$ cat src/rtl/irq_csr_pkg.sv
package irq_csr_pkg;

    localparam int unsigned SRC_COUNT = 8;

    typedef enum logic {
        POL_ACT_LOW  = 1'b0,
        POL_ACT_HIGH = 1'b1
    } irq_pol_e;

    typedef struct packed {
        logic level;
        logic oe;
    } pad_drive_t;

    function automatic pad_drive_t pad_for(irq_pol_e pol, logic active);
        pad_drive_t d;
        if (pol == POL_ACT_HIGH) begin
            d.level = active;
            d.oe    = 1'b1;
        end else begin
            d.level = 1'b0;
            d.oe    = active;
        end
        return d;
    endfunction

endpackage

$ cat src/rtl/irq_status_bank.sv
module irq_status_bank #(
    parameter int unsigned N = 8
) (
    input  logic         clk,
    input  logic         rst,
    input  logic [N-1:0] set_pulse,
    input  logic         clr_all,
    output logic [N-1:0] status
);
    for (genvar g = 0; g < N; g++) begin : g_bit
        always_ff @(posedge clk) begin
            if (rst) begin
                status[g] <= 1'b0;
            end else begin
                // a new pulse wins over the read clear
                status[g] <= set_pulse[g] | (status[g] & ~clr_all);
            end
        end
    end
endmodule

$ cat src/rtl/irq_enable_reg.sv
module irq_enable_reg #(
    parameter int unsigned N = 8
) (
    input  logic         clk,
    input  logic         rst,
    input  logic         wr,
    input  logic [N-1:0] wdata,
    output logic [N-1:0] enable
);
    always_ff @(posedge clk) begin
        if (rst) begin
            enable <= '0;
        end else if (wr) begin
            enable <= wdata;
        end
    end
endmodule

$ cat src/rtl/irq_pad_drv.sv
module irq_pad_drv
    import irq_csr_pkg::*;
#(
    parameter int unsigned N = 8
) (
    input  logic [N-1:0] enable,
    input  logic [N-1:0] status,
    input  irq_pol_e     pol,
    output logic         level,
    output logic         oe
);
    logic       active;
    pad_drive_t drv;

    always_comb begin
        active = |(enable & status);
        drv    = pad_for(pol, active);
        level  = drv.level;
        oe     = drv.oe;
    end
endmodule

$ cat src/rtl/irq_csr.sv
module irq_csr
    import irq_csr_pkg::*;
#(
    parameter int unsigned N = SRC_COUNT,
    localparam int unsigned W = 2 * N
) (
    input  logic         clk,
    input  logic         rst,
    input  logic [N-1:0] evt_pulse,
    input  logic         en_wr,
    input  logic [N-1:0] en_wdata,
    input  logic         pol_wr,
    input  logic         pol_wdata,
    input  logic         rd_stb,
    output logic [W-1:0] rd_data,
    output logic         irq_level,
    output logic         irq_oe
);
    logic [N-1:0] en_q;
    logic [N-1:0] st_q;
    irq_pol_e     pol_q;

    always_ff @(posedge clk) begin
        if (rst) begin
            pol_q <= POL_ACT_LOW;
        end else if (pol_wr) begin
            pol_q <= irq_pol_e'(pol_wdata);
        end
    end

    irq_enable_reg #(.N(N)) u_en (
        .clk    (clk),
        .rst    (rst),
        .wr     (en_wr),
        .wdata  (en_wdata),
        .enable (en_q)
    );

    irq_status_bank #(.N(N)) u_st (
        .clk       (clk),
        .rst       (rst),
        .set_pulse (evt_pulse),
        .clr_all   (rd_stb),
        .status    (st_q)
    );

    irq_pad_drv #(.N(N)) u_pad (
        .enable (en_q),
        .status (st_q),
        .pol    (pol_q),
        .level  (irq_level),
        .oe     (irq_oe)
    );

    assign rd_data = {en_q, st_q};
endmodule

$ cat config.mk
export PLATFORM = sky130hd
export DESIGN_NAME = irq_csr
export DESIGN_NICKNAME = d
export VERILOG_FILES = /design/src/rtl/irq_csr_pkg.sv /design/src/rtl/irq_status_bank.sv /design/src/rtl/irq_enable_reg.sv /design/src/rtl/irq_pad_drv.sv /design/src/rtl/irq_csr.sv
export SDC_FILE = /design/constraint.sdc
export NUM_CORES = 1
export LEC_CHECK = 0
export ABC_CLOCK_PERIOD_IN_PS = 800
export BUFFER_PORTS_ARGS = -buffer_cell sky130_fd_sc_hd__buf_2
export CAP_MARGIN = 15
export CELL_PAD_IN_SITES_DETAIL_PLACEMENT = 1
export CELL_PAD_IN_SITES_GLOBAL_PLACEMENT = 2
export CORE_MARGIN = 2
export CORE_UTILIZATION = 19
export CTS_CLUSTER_DIAMETER = 150
export DETAILED_ROUTE_END_ITERATION = 10
export PLACE_DENSITY_LB_ADDON = 0.08
export SYNTH_ARGS = -nofsm -noshare
export SYNTH_HDL_FRONTEND = slang
export SYNTH_SLANG_ARGS = --single-unit
$ cat constraint.sdc
create_clock -name clk -period 0.8 [get_ports clk]
set_input_delay 0.08 -clock clk [delete_from_list [all_inputs] [get_ports clk]]
set_output_delay 0.08 -clock clk [all_outputs]
set_load 0.1 [all_outputs]
# Yosys cells after proc, flatten, opt, wreduce, memory -nomap -nowiden
# Index checks and enable logic that the tools add are counted.
[classes]
order_cmp = 0
multipliers = 0
div = 0
n_eq_ne = 0
n_shift = 0
n_reduce_logical = 1
n_addsub = 0
n_bitwise = 18
n_mux = 1
[op_table]
columns = ["op", "count"]
rows = [
  ["bitwise AND 1 bit", 8],
  ["bitwise AND 8 bit", 1],
  ["bitwise OR 1 bit", 8],
  ["OR reduction 8 bit", 1],
  ["2-to-1 mux 2 bit", 1],
  ["NOT 1 bit", 1],
]
[totals]
inputBits = 22
regBits = 17
ram_bits = 0
romBits = 0
elab_cells = 30
memories = 0
latch_bits = 0

# Depth between registers and ports, before layout
# Gate-level depths: netlist of the first run.
[logic_depth]
depth_word = 3
depth_mapped = 3

# Hierarchy
# A second synthesis of the first run with hierarchy kept.
[unflattened]
cells_unflattened = 68
hier_area_um2 = 685.7
[modules_own_cells]
columns = ["module", "area_each_um2", "cells_per_inst", "n_inst"]
rows = [
  ["irq_status_bank", 304.0, 33, 1],
  ["irq_enable_reg", 285.3, 26, 1],
  ["irq_pad_drv", 62.6, 6, 1],
  ["irq_csr", 33.8, 3, 1],
]

# Least setup slack after synthesis of the first run
# Ideal clock, no wire load.
[synth_timing]
path_kind = "register -> output"
start = "register u_en.enable[3]"
end = "output port irq_level"
setup_slack_ns = -2.061
arrival_ns = 2.781
stages_incl_launch_ff = 4
n_path_buf = 0
cell_sequence = "dfxtp_1 a22o_1 a221oi_2 a21boi_1"
[synth_via]
elab_chain_len = 3
[synth_rtl]
columns = ["element", "line_no", "source"]
rows = [
  ["start, declared", "irq_enable_reg.sv:8", "output logic [N-1:0] enable"],
  ["start signal, assigned", "irq_enable_reg.sv:14", "enable <= wdata;"],
  ["bitwise AND 8 bit", "irq_pad_drv.sv:16", "active = |(enable & status);"],
  ["OR reduction 8 bit", "irq_pad_drv.sv:16", ""],
  ["2-to-1 mux 2 bit", "irq_csr_pkg.sv:17", "if (pol == POL_ACT_HIGH) begin"],
  ["end, declared", "irq_csr.sv:16", "output logic irq_level,"],
]
# No other way between the ends.

# Final worst setup path of the first run
[layout_timing]
start = "register u_st.status[4]"
end = "output port irq_oe"
[layout_via]
elab_chain_len = 3
[layout_rtl]
columns = ["element", "line_no", "source"]
rows = [
  ["start, declared", "irq_status_bank.sv:8", "output logic [N-1:0] status"],
  ["start signal, assigned by index", "irq_status_bank.sv:16", "status[g] <= set_pulse[g] | (status[g] & ~clr_all);"],
  ["bitwise AND 8 bit", "irq_pad_drv.sv:16", ""],
  ["OR reduction 8 bit", "irq_pad_drv.sv:16", ""],
  ["2-to-1 mux 2 bit", "irq_csr_pkg.sv:17", ""],
  ["end, declared", "irq_csr.sv:17", "output logic irq_oe"],
]
# No other way between the ends.

==> key figures, run 1 <==
Timing
  • Max-slew violations: 0
  • Least-Margin Pin Slew: 419.3 ps
  • Max Freq: approximately 0.64 GHz
  • Unrepaired setup endpoints after global routing: yes
  • Final setup viols: 19
  • Clk_skew: 0 ps
  • Slack of the critical path: -765.9 ps
  • Crit path time final: 1566 ps
  • Final hold vios: 0
  • Final period util: 1.957
  • Worst rel slew slack: 0.7202

Min path
  • Worst Hold Path Cells: 3
  • Min-delay src: evt_pulse[2]
  • Worst Hold Class: input pin to register
  • Hold Crit Endpoint: u_st.status[2]$_SDFF_PP0_

Worst setup path
  • WP data required: 720 ps
  • Reg2Reg Depth: 4
  • Reg-to-Reg Start: u_en.enable[3]$_SDFFE_PP0P_
  • Slowest CP cell: dfxtp_4
  • Critical path capture point type: primary output
  • Top delay family on crit path: compound AO/OA/AOI/OAI gates
  • Slowest stage delay, CP: ~360 ps
  • WP buf/inv: 1
  • CP Max Fanout: 2
  • Crit start category: register
  • R2R Setup Slk: -60 ps
  • Worst path arrival time: about 1500 ps
  • R2r endpoint: u_en.enable[3]$_SDFFE_PP0P_
  • Worst path cell trace: a22o_4 > a221oi_4 > nand3b_1 > buf_6
  • Crit Path Class: register to primary output

Cells and area
  • Filler cells: 342
  • Final core occ: 0.4919
  • Layout cells sized above 1: 0.6746
  • Layout Cells excl Fill: 170
  • Register area: 400.4 µm²
  • Final nets: around 150
  • Antenna cell count: 0
  • Area Growth Syn to Fin: 144.9%
  • Area occupied by multi-input gates: 306.5 µm²

Drt
  • # DRC: 0
  • Wire per inst: 11.68 µm
  • Post-DR vias/cell: 4.029
  • Via count: around 690
  • DRT iter0 DRCs: 7
  • Total Routed Length: 1985 µm
  • Antenna viol nets, final: 0
  • First-pass DRT Iterations: 2

Clock tree
  • CTS clock-pin slew for the worst setup and hold paths: 90 ps
  • Htree depth: 1
  • CTS tree: yes
  • CTS Buffer Depth: 2
  • Latest clock arrival within the worst-skew pair: 280 ps
  • Clock root cell: clkbuf_4
  • TritonCTS Sinks: 17
  • Number of CTS-inserted buffers: 3

Placed design
  • Gpl congestion: 0.6174
  • Placed Cells: 158
  • PortBufs: 39
  • DP Worst Slack: -561.6 ps
  • HPWL after DPL: roughly 1500 µm

Die
  • Row Count: 20
  • Chip width: 61.04 µm
  • Chip Height: roughly 61 µm
  • Die Area: 0.003725 mm²
  • Core area: 0.003078 mm²
  • Io pins: 40
  • Initial core utilization: 0.2008

Yosys
  • Register area share after synthesis: 0.5506
  • Syn Inst Count: 61
  • Yosys warns: 0
  • Mapped Area: 618.1 µm²
  • Synth Register Bits: 17
  • Yosys cell types: 11
  • Mean Syn Cell Area: 10.13 µm²
  • Post-Syn Nets: 83

Global route
  • Gr usage total: 0.1198
  • Largest net degree at the start of global routing: 18
  • Grt ovf: 0
  • Antenna violations before repair: 0
  • First-pass GRT wire length: 3139 µm
  • Via count of the first global-routing pass: 706

Power and ir drop
  • Worst vdd ir: 0.0008158 V
  • Cell Pwr Density: 1606 mW/mm²
  • Leakage: 0.6709 nW
  • Design Power: 2.431 mW

Run
  • Max Cap Violations: 0

Run status
  • Failing checks: negative setup slack
  • Status: finished, violations left
-- synthesized netlist by cell type --
library cell | instances | area, µm²
dfxtp_1 | 17 | 340.3
nor2_1 | 17 | 63.81
mux2i_1 | 9 | 90.09
a21oi_1 | 8 | 40.04
a221oi_2 | 2 | 30.03
a22o_1 | 2 | 17.52
buf_2 | 2 | 10.01
a21boi_1 | 1 | 7.510
buf_4 | 1 | 7.510
inv_1 | 1 | 3.750
nand3b_1 | 1 | 7.510
-- cells in the final DEF, fill, tap and decap left out, drive strengths merged --
| cell | netlist | routed |
|---|---|---|
| dfxtp | 17 | 17 |
| buf | 3 | 57 |
| dlygate4sd3 | 0 | 7 |
| mux2i | 9 | 9 |
| nor2 | 17 | 17 |
| a21oi | 8 | 8 |
| a22o | 2 | 2 |
| inv | 1 | 1 |
| a221oi | 2 | 2 |
| nand3b | 1 | 1 |
| clkbuf | 0 | 4 |
| a21boi | 1 | 1 |
-- metrics by stage --
step,instance area [µm²],hold WS [ps],TNS (ps)
2_1_floorplan,689.4,196.1,-1723
3_3_place_gp,1290,281.6,-1057
3_5_place_dp,1290,294.3,-1082
4_1_cts,1486,3.062,-5091
5_1_grt,1514,37.96,-5568
6_report,1514,17.59,-4755
-- flip-flops by register name (all words and copies together), names as in the netlist --
name / cells
u_st.status: 8
pol_q: 1
u_en.enable: 8
-- area by class of cell --
| cell class | count | area share |
|---|---|---|
| timing repair buffer | 64 | 0.4769 |
| sequential | 17 | 0.2645 |
| multi-input combinational | 40 | 0.2025 |
| tap | 44 | 0.03636 |
| clock buffer | 4 | 0.01736 |
| inverter | 1 | 0.002479 |
-- per-layer routing --
layer	share of wire	vias to the layer above	wire, µm	GRT usage
met4	0.0091	0	18	0.03727
met2	0.51	23	1005	0.2006
li1	-	343	-	-
met5	0	-	0	0
met1	0.41	317	813	0.1378
met3	0.075	2	148	0.05252
-- how the worst max path moves through the flow --
stage                                      startpoint     end  slack (ps)  depth (start not counted)
after global routing        u_st.status[4]$_SDFF_PP0_  irq_oe        -830                          4
after CTS                 u_en.enable[3]$_SDFFE_PP0P_  irq_oe        -790                          5
after detailed placement    u_st.status[4]$_SDFF_PP0_  irq_oe        -560                          4
after global placement    u_en.enable[3]$_SDFFE_PP0P_  irq_oe        -540                          5
final                       u_st.status[4]$_SDFF_PP0_  irq_oe        -770                          4
after floorplan           u_en.enable[3]$_SDFFE_PP0P_  irq_oe       -1060                          3
-- worst register-to-register path: stages (launching register included) --
cell and delay, ps:
dfxtp_4 350, buf_4 120, buf_6 110, mux2i_1 110
nor2_1 50
-- power breakdown --
| part | switching (mW) | internal (mW) |
|---|---|---|
| combinational | 0.624 | 0.436 |
| sequential | 0.0479 | 0.882 |
| clock | 0.247 | 0.194 |
-- cells by family (layout without fill, tap and decap cells) --
kind of cell | count (synthesis) | after routing | synth area share
compound gates | 13 | 13 | 0.1539
flops | 17 | 17 | 0.5506
simple gates | 18 | 18 | 0.1154
mux | 9 | 9 | 0.1458
buf+inv | 4 | 69 | 0.03441
-- what timing repair did --
item	in CTS	in global routing
pin swaps	0	4
hold endpoints to repair	7	0
gates resized for setup	23	12
setup endpoints to repair	18	28
setup buffers	1	6
gates cloned	0	0
hold buffers	7	0
No activity file was read; power rests on OpenSTA's default activity.
==> run 2: changes to the inputs <==
--- a/config.mk
+++ b/config.mk
@@ -10,7 +10,7 @@
 export CAP_MARGIN = 15
 export CELL_PAD_IN_SITES_DETAIL_PLACEMENT = 1
 export CELL_PAD_IN_SITES_GLOBAL_PLACEMENT = 2
-export CORE_MARGIN = 2
+export CORE_MARGIN = 5
 export CORE_UTILIZATION = 19
 export CTS_CLUSTER_DIAMETER = 150
 export DETAILED_ROUTE_END_ITERATION = 10
==> run 2 against run 1 <==
Against the previous run:
- the flow still finishes with violations (negative setup slack)
- non-clock buffer count grew 2
- design area grew 0.83%
- critical path depth is the same
- sequential cell count is the same
- cell count grew 1.2%
- wire length grew 15%
- clock power grew 4.5%
- via count grew 1.6%
- critical path type unchanged
==> key figures, run 2 (same netlist as run 1, synthesis figures left out) <==
Run status
  • Status: finished, violations left
  • Failing checks: negative setup slack

Min path
  • Min-delay src: en_wdata[4]
  • Hold Crit Endpoint: u_en.enable[4]$_SDFFE_PP0P_
  • Worst Hold Path Cells: 3 (unchanged)
  • Worst Hold Class: input pin to register

Global route
  • Largest net degree at the start of global routing: 18 (unchanged)
  • Gr usage total: 0.1078 (-0.01205)
  • Grt ovf: 0 (unchanged)
  • Antenna violations before repair: 0 (unchanged)
  • First-pass GRT wire length: 3436 µm (+9.5%)
  • Via count of the first global-routing pass: 742 (+5.1%)

Drt
  • Antenna viol nets, final: 0 (unchanged)
  • # DRC: 0 (unchanged)
  • Total Routed Length: 2276 µm (+15%)
  • DRT iter0 DRCs: 11 (+4)
  • Post-DR vias/cell: 4.047 (+0.42%)
  • First-pass DRT Iterations: 2 (unchanged)
  • Wire per inst: 13.23 µm (+13%)
  • Via count: 696 (+1.6%)

Placed design
  • Placed cell areas: 0.001290 mm² (unchanged)
  • Gpl congestion: 0.6482 (+5.0%)
  • PortBufs: 39 (unchanged)
  • HPWL after DPL: 1649 µm (+11%)

Worst setup path
  • Crit start category: register
  • Worst path arrival time: 1500 ps (about the same)
  • Crit Path Class: register to primary output
  • R2r endpoint: u_en.enable[5]$_SDFFE_PP0P_
  • WP data required: 720 ps (about the same)
  • R2R Setup Slk: -80 ps (-20 ps)
  • Critical path capture point type: primary output
  • Reg2Reg Depth: 4 (unchanged)
  • CP Max Fanout: 2 (unchanged)
  • Reg-to-Reg Start: u_en.enable[5]$_SDFFE_PP0P_

Timing
  • Max-slew violations: 0 (unchanged)
  • Final setup viols: 20 (+1)
  • Max Freq: 0.6328 GHz (-0.90%)
  • Worst rel slew slack: 0.6924 (-0.02771)
  • Crit path time final: 1580 ps (+14.28 ps)
  • Unrepaired setup endpoints after global routing: yes
  • Least-Margin Pin Slew: 460.8 ps (+41.52 ps)
  • Slack of the critical path: -780.2 ps (-14.28 ps)
  • Clk_skew: 0 ps (unchanged)
  • Final period util: 1.975 (+0.01784)
  • Final hold vios: 0 (unchanged)

Power and ir drop
  • Sequential power share: 0.377 (-0.005)
  • Sw frac: 0.3833 (+0.005136)
  • Clock share of power: 0.187 (+0.006)
  • Gate power share: 0.436 (about the same)
  • Pint: 1.517 mW (+0.33%)
  • Worst vdd ir: 0.0006305 V (-23%)
  • Leakage: 0.6744 nW (+0.52%)
  • Net Switching: 0.9427 mW (+2.5%)
  • Cell Pwr Density: 1611 mW/mm² (+0.33%)

Cells and area
  • Area Growth Syn to Fin: 147.0%
  • Commonest non-fill, non-tap cell in the layout: buf_2
  • Layout cells sized above 1: 0.6719 (-0.002728)
  • Antenna cell count: 0 (unchanged)
  • Final nets: 151 (+1.3%)
  • Final core occ: 0.4959 (+0.004065)
  • Commonest cells after routing, fill and taps aside: buf_2, nor2_1, buf_12, buf_6, dfxtp_4
  • Largest regs: u_en.enable (8), u_st.status (8), pol_q (1)
  • Design area: 0.001526 mm² (+0.83%)

Die
  • Chip width: 67.04 µm (+9.8%)
  • Die Area: 0.004494 mm² (+21%)
  • Core area: 0.003078 mm² (unchanged)
  • Chip Height: 67.04 µm (+9.8%)
  • Initial core utilization: 0.2008 (unchanged)
  • Io pins: 40 (unchanged)
  • Row Count: 20 (unchanged)

Clock tree
  • TritonCTS Sinks: 17 (unchanged)
  • Number of CTS-inserted buffers: 3 (unchanged)
  • Latest clock arrival within the worst-skew pair: 290 ps (about the same)
  • CTS clock-pin slew for the worst setup and hold paths: 90 ps (about the same)
  • CTS tree: yes
  • Clock root cell: clkbuf_4
  • Htree depth: 1 (unchanged)
  • CTS Buffer Depth: 2 (unchanged)

Run
  • Max Cap Violations: 0 (unchanged)
## run 2: what timing repair did
| item | in CTS | in global routing |
|---|---|---|
| hold endpoints to repair | 8 | 0 |
| setup endpoints to repair | 18 | 25 |
| pin swaps | 0 | 1 |
| resized for setup | 22 | 11 |
| setup buffers | 0 | 6 |
| hold buffers | 8 | 0 |
| cloned | 0 | 0 |
## run 2: cell type report
class	count	area, µm²
Sequential cell	17	400.4
Clock buffer	4	26.28
Timing Repair Buffer	66	739.5
Fill cell	350	1551
Multi-Input combinational cell	40	301.5
Tap cell	44	55.05
Inverter	1	3.754
## run 2: per-stage QoR
step	cells	worst slack [ps]	setup TNS (ps)	hold slack (ps)	power, mW
4_1_cts	170	-815.5	-5296	1.964	2.500
5_1_grt	172	-888.8	-5920	14.19	2.582
6_report	172	-780.2	-5003	20.13	2.460
2_1_floorplan	61	-1061	-1723	196.1	1.504
3_5_place_dp	158	-558.8	-1077	296.6	1.904
3_3_place_gp	158	-544.5	-1059	281.9	1.894
## run 2: worst max-delay path by stage
stage / from / endpoint / slack (ps) / cells after the start
4_1_cts: u_en.enable[3]$_SDFFE_PP0P_ / irq_oe / -820 / 5
3_5_place_dp: u_st.status[4]$_SDFF_PP0_ / irq_oe / -560 / 4
3_3_place_gp: u_en.enable[3]$_SDFFE_PP0P_ / irq_oe / -540 / 5
5_1_grt: u_en.enable[3]$_SDFFE_PP0P_ / irq_oe / -890 / 5
6_report: u_st.status[4]$_SDFF_PP0_ / irq_oe / -780 / 4
2_1_floorplan: u_en.enable[3]$_SDFFE_PP0P_ / irq_oe / -1060 / 3
## run 2: per-layer routing
| layer | track usage | part of all wire | up-vias |
|---|---|---|---|
| li1 | - | - | 345 |
| met3 | 0.02530 | 0.066 | 5 |
| met4 | 0.07595 | 0.028 | 0 |
| met1 | 0.1220 | 0.41 | 322 |
| met5 | 0 | 0 | - |
| met2 | 0.1755 | 0.50 | 24 |
## run 2: critical path, stage by stage, from the launching register on
cell,delay (ps)
dfxtp_4,350
a22o_1,260
a221oi_4,250
nand3b_1,140
buf_6,200
## run 2: power by group through the flow
stage / sequential, mW / combinational, mW / clock (mW)
2_1_floorplan: 1.31 / 0.198 / 0
5_1_grt: 0.935 / 1.11 / 0.533
6_report: 0.927 / 1.07 / 0.461
3_5_place_dp: 0.936 / 0.969 / 0
3_3_place_gp: 0.935 / 0.959 / 0
4_1_cts: 0.929 / 1.06 / 0.516
==> run 3: changes to the inputs <==
--- a/config.mk
+++ b/config.mk
@@ -14,6 +14,7 @@
 export CORE_UTILIZATION = 19
 export CTS_CLUSTER_DIAMETER = 150
 export DETAILED_ROUTE_END_ITERATION = 10
+export GPL_TIMING_DRIVEN = 0
 export PLACE_DENSITY_LB_ADDON = 0.08
 export SYNTH_ARGS = -nofsm -noshare
 export SYNTH_HDL_FRONTEND = slang
==> constraint.sdc (replaced) <==
create_clock -name clk -period 0.8 [get_ports clk]
set_input_delay 0.04 -clock clk [delete_from_list [all_inputs] [get_ports clk]]
set_output_delay 0.04 -clock clk [all_outputs]
set_load 0.1 [all_outputs]
==> run 3 against run 2 <==
Against the previous run:
- the run still ends with negative setup slack left
- die area stayed put
- sequential cell count stayed put
- utilization is 2.0 points lower
- cell count is 2.3% lower
- non-clock buffer count is 4 lower
- first-iteration DRC count is 18% higher
- highest routed layer unchanged
- register-to-register slack better by 120 ps
==> key figures, run 3 (same netlist as run 1, synthesis figures left out) <==
Run status
  • Status: finished, violations left
  • Failing checks: negative setup slack

Drt
  • Via count: 663 (-4.7%)
  • Wire per inst: 12.31 µm (-7.0%)
  • DRT iter0 DRCs: 13 (+2)
  • Post-DR vias/cell: 3.946 (-2.5%)
  • First-pass DRT Iterations: 4 (+2)
  • Total Routed Length: 2068 µm (-9.1%)
  • Antenna viol nets, final: 0 (unchanged)
  • # DRC: 0 (unchanged)

Clock tree
  • Number of CTS-inserted buffers: 3 (unchanged)
  • CTS Buffer Depth: 2 (unchanged)
  • CTS clock-pin slew for the worst setup and hold paths: 100 ps (about the same)
  • TritonCTS Sinks: 17 (unchanged)
  • Clock root cell: clkbuf_4
  • Htree depth: 1 (unchanged)
  • CTS tree: yes
  • Latest clock arrival within the worst-skew pair: 280 ps (about the same)

Worst setup path
  • R2R Setup Slk: 40 ps (+120 ps)
  • Critical Path Start: u_st.status[4]$_SDFF_PP0_
  • Crit Path Class: register to primary output
  • Worst path arrival time: 1480 ps (-20 ps)
  • WP data required: 760 ps (+40 ps)
  • Crit start category: register
  • CP Max Fanout: 2 (unchanged)
  • Critical path capture point type: primary output
  • Worst path cell trace: a22o_1 > a221oi_4 > buf_4 > a21boi_4 > buf_12
  • Slowest CP cell: dfxtp_4
  • Reg-to-Reg Start: u_en.enable[3]$_SDFFE_PP0P_
  • Slowest stage delay, CP: 350 ps (about the same)

Timing
  • Least-Margin Pin Slew: 332.6 ps (-128.2 ps)
  • Final hold vios: 0 (unchanged)
  • Max-slew violations: 0 (unchanged)
  • Unrepaired setup endpoints after global routing: yes
  • Slack of the critical path: -722.4 ps (+57.81 ps)
  • Worst rel slew slack: 0.7780 (+0.08557)
  • Crit path time final: 1522 ps (-57.81 ps)
  • Max Freq: 0.6569 GHz (+3.8%)
  • Final period util: 1.903 (-0.07227)
  • Clk_skew: 0 ps (unchanged)
  • Final setup viols: 18 (-10%)

Placed design
  • Placed Cells: 142 (-10%)
  • HPWL after DPL: 1446 µm (-12%)
  • Placed cell areas: 929.6 µm² (-28%)
  • Gpl congestion: 0.5762 (-11%)
  • PortBufs: 37 (-5.1%)

Global route
  • Gr usage total: 0.1023 (-0.005474)
  • Via count of the first global-routing pass: 717 (-3.4%)
  • Met2 usage: 0.1840 (+0.008589)
  • Grt met3 use: 0.03541 (+0.01012)
  • Antenna violations before repair: 0 (unchanged)
  • Grt ovf: 0 (unchanged)
  • Largest net degree at the start of global routing: 11 (-7)
  • First-pass GRT wire length: 3401 µm (-1.0%)
  • GRT busiest layer: met2
  • Grt met1 use: 0.1143 (-0.007719)

Cells and area
  • Largest regs: u_en.enable (8), u_st.status (8), pol_q (1)
  • Antenna cell count: 0 (unchanged)
  • Area Growth Syn to Fin: 137.0%
  • Layout cells sized above 1: 0.5645 (-0.1074)
  • Final nets: 147 (-2.6%)
  • Commonest non-fill, non-tap cell in the layout: buf_2
  • Design area: 0.001465 mm² (-4.0%)
  • Commonest cells after routing, fill and taps aside: buf_2, nor2_1, buf_12, dlygate4sd3_1, dfxtp_4
  • Layout Cells excl Fill: 168 (-2.3%)

Run
  • Max Cap Violations: 0 (unchanged)

Die
  • Chip Height: 67.04 µm (unchanged)
  • Die Area: 0.004494 mm² (unchanged)
  • Core area: 0.003078 mm² (unchanged)
  • Chip width: 67.04 µm (unchanged)
  • Io pins: 40 (unchanged)
  • Initial core utilization: 0.2008 (unchanged)
  • Row Count: 20 (unchanged)

Power and ir drop
  • Cell Pwr Density: 1638 mW/mm² (+1.7%)
  • Leakage: 0.6378 nW (-5.4%)
  • Worst vdd ir: 0.0008449 V (+34%)

Min path
  • Worst Hold Class: input pin to register
  • Min-delay src: pol_wr
-- run 3: worst paths after layout --
path / depth (start not counted) / to
worst max-delay path: 5 / irq_level
worst min-delay path: 3 / pol_q$_SDFFE_PP0P_
worst max register to register: 3 / u_en.enable[3]$_SDFFE_PP0P_
worst min register to register: 2 / u_en.enable[4]$_SDFFE_PP0P_
-- run 3: critical path, delay by kind of cell (launching register included) --
| kind | cells | cell delay, ps |
|---|---|---|
| AOI/OAI and AO/OA | 3 | 520 |
| DFF | 1 | 350 |
| buffers and inverters | 2 | 330 |
-- run 3: through the flow --
| stage | total power, mW | utilization | setup TNS (ps) | setup WS (ps) | hold slack, ps |
|---|---|---|---|---|---|
| finish | 2.400 | 0.4760 | -3101 | -722.4 | 8.303 |
| floorplan | 1.504 | - | -1643 | -1021 | 156.1 |
| global placement | 1.638 | 0.3020 | -1067 | -551.6 | 242.7 |
| global route | 2.544 | 0.4760 | -4062 | -796.6 | 28.88 |
| detailed placement | 1.643 | 0.3020 | -1066 | -546.6 | 252.1 |
| CTS | 2.394 | 0.4553 | -3295 | -750.4 | 0.7239 |
-- run 3: per-layer routing --
layer,share of wire,wire [µm]
met1,0.41,854
met2,0.51,1059
met3,0.067,138
met4,0.0073,15
met5,0,0
-- run 3: what timing repair did --
action / CTS / global route
endpoints found under the hold margin: 16 / 0
endpoints found under the setup margin: 18 / 19
buffers inserted: 2 / 4
pin swaps: 1 / 0
resized for setup: 69 / 7
hold buffers: 16 / 0
-- run 3: power breakdown --
group	switching, mW	internal (mW)
clock	0.259	0.193
combinational	0.588	0.404
sequential	0.0732	0.883
-- run 3: layout make-up --
class / count / area, µm²
Inverter: 1 / 3.754
Multi-Input combinational cell: 40 / 302.8
Fill cell: 337 / 1613
Clock buffer: 4 / 26.28
Sequential cell: 17 / 400.4
Tap cell: 44 / 55.05
Buffer: 3 / 17.52
Timing Repair Buffer: 59 / 659.4
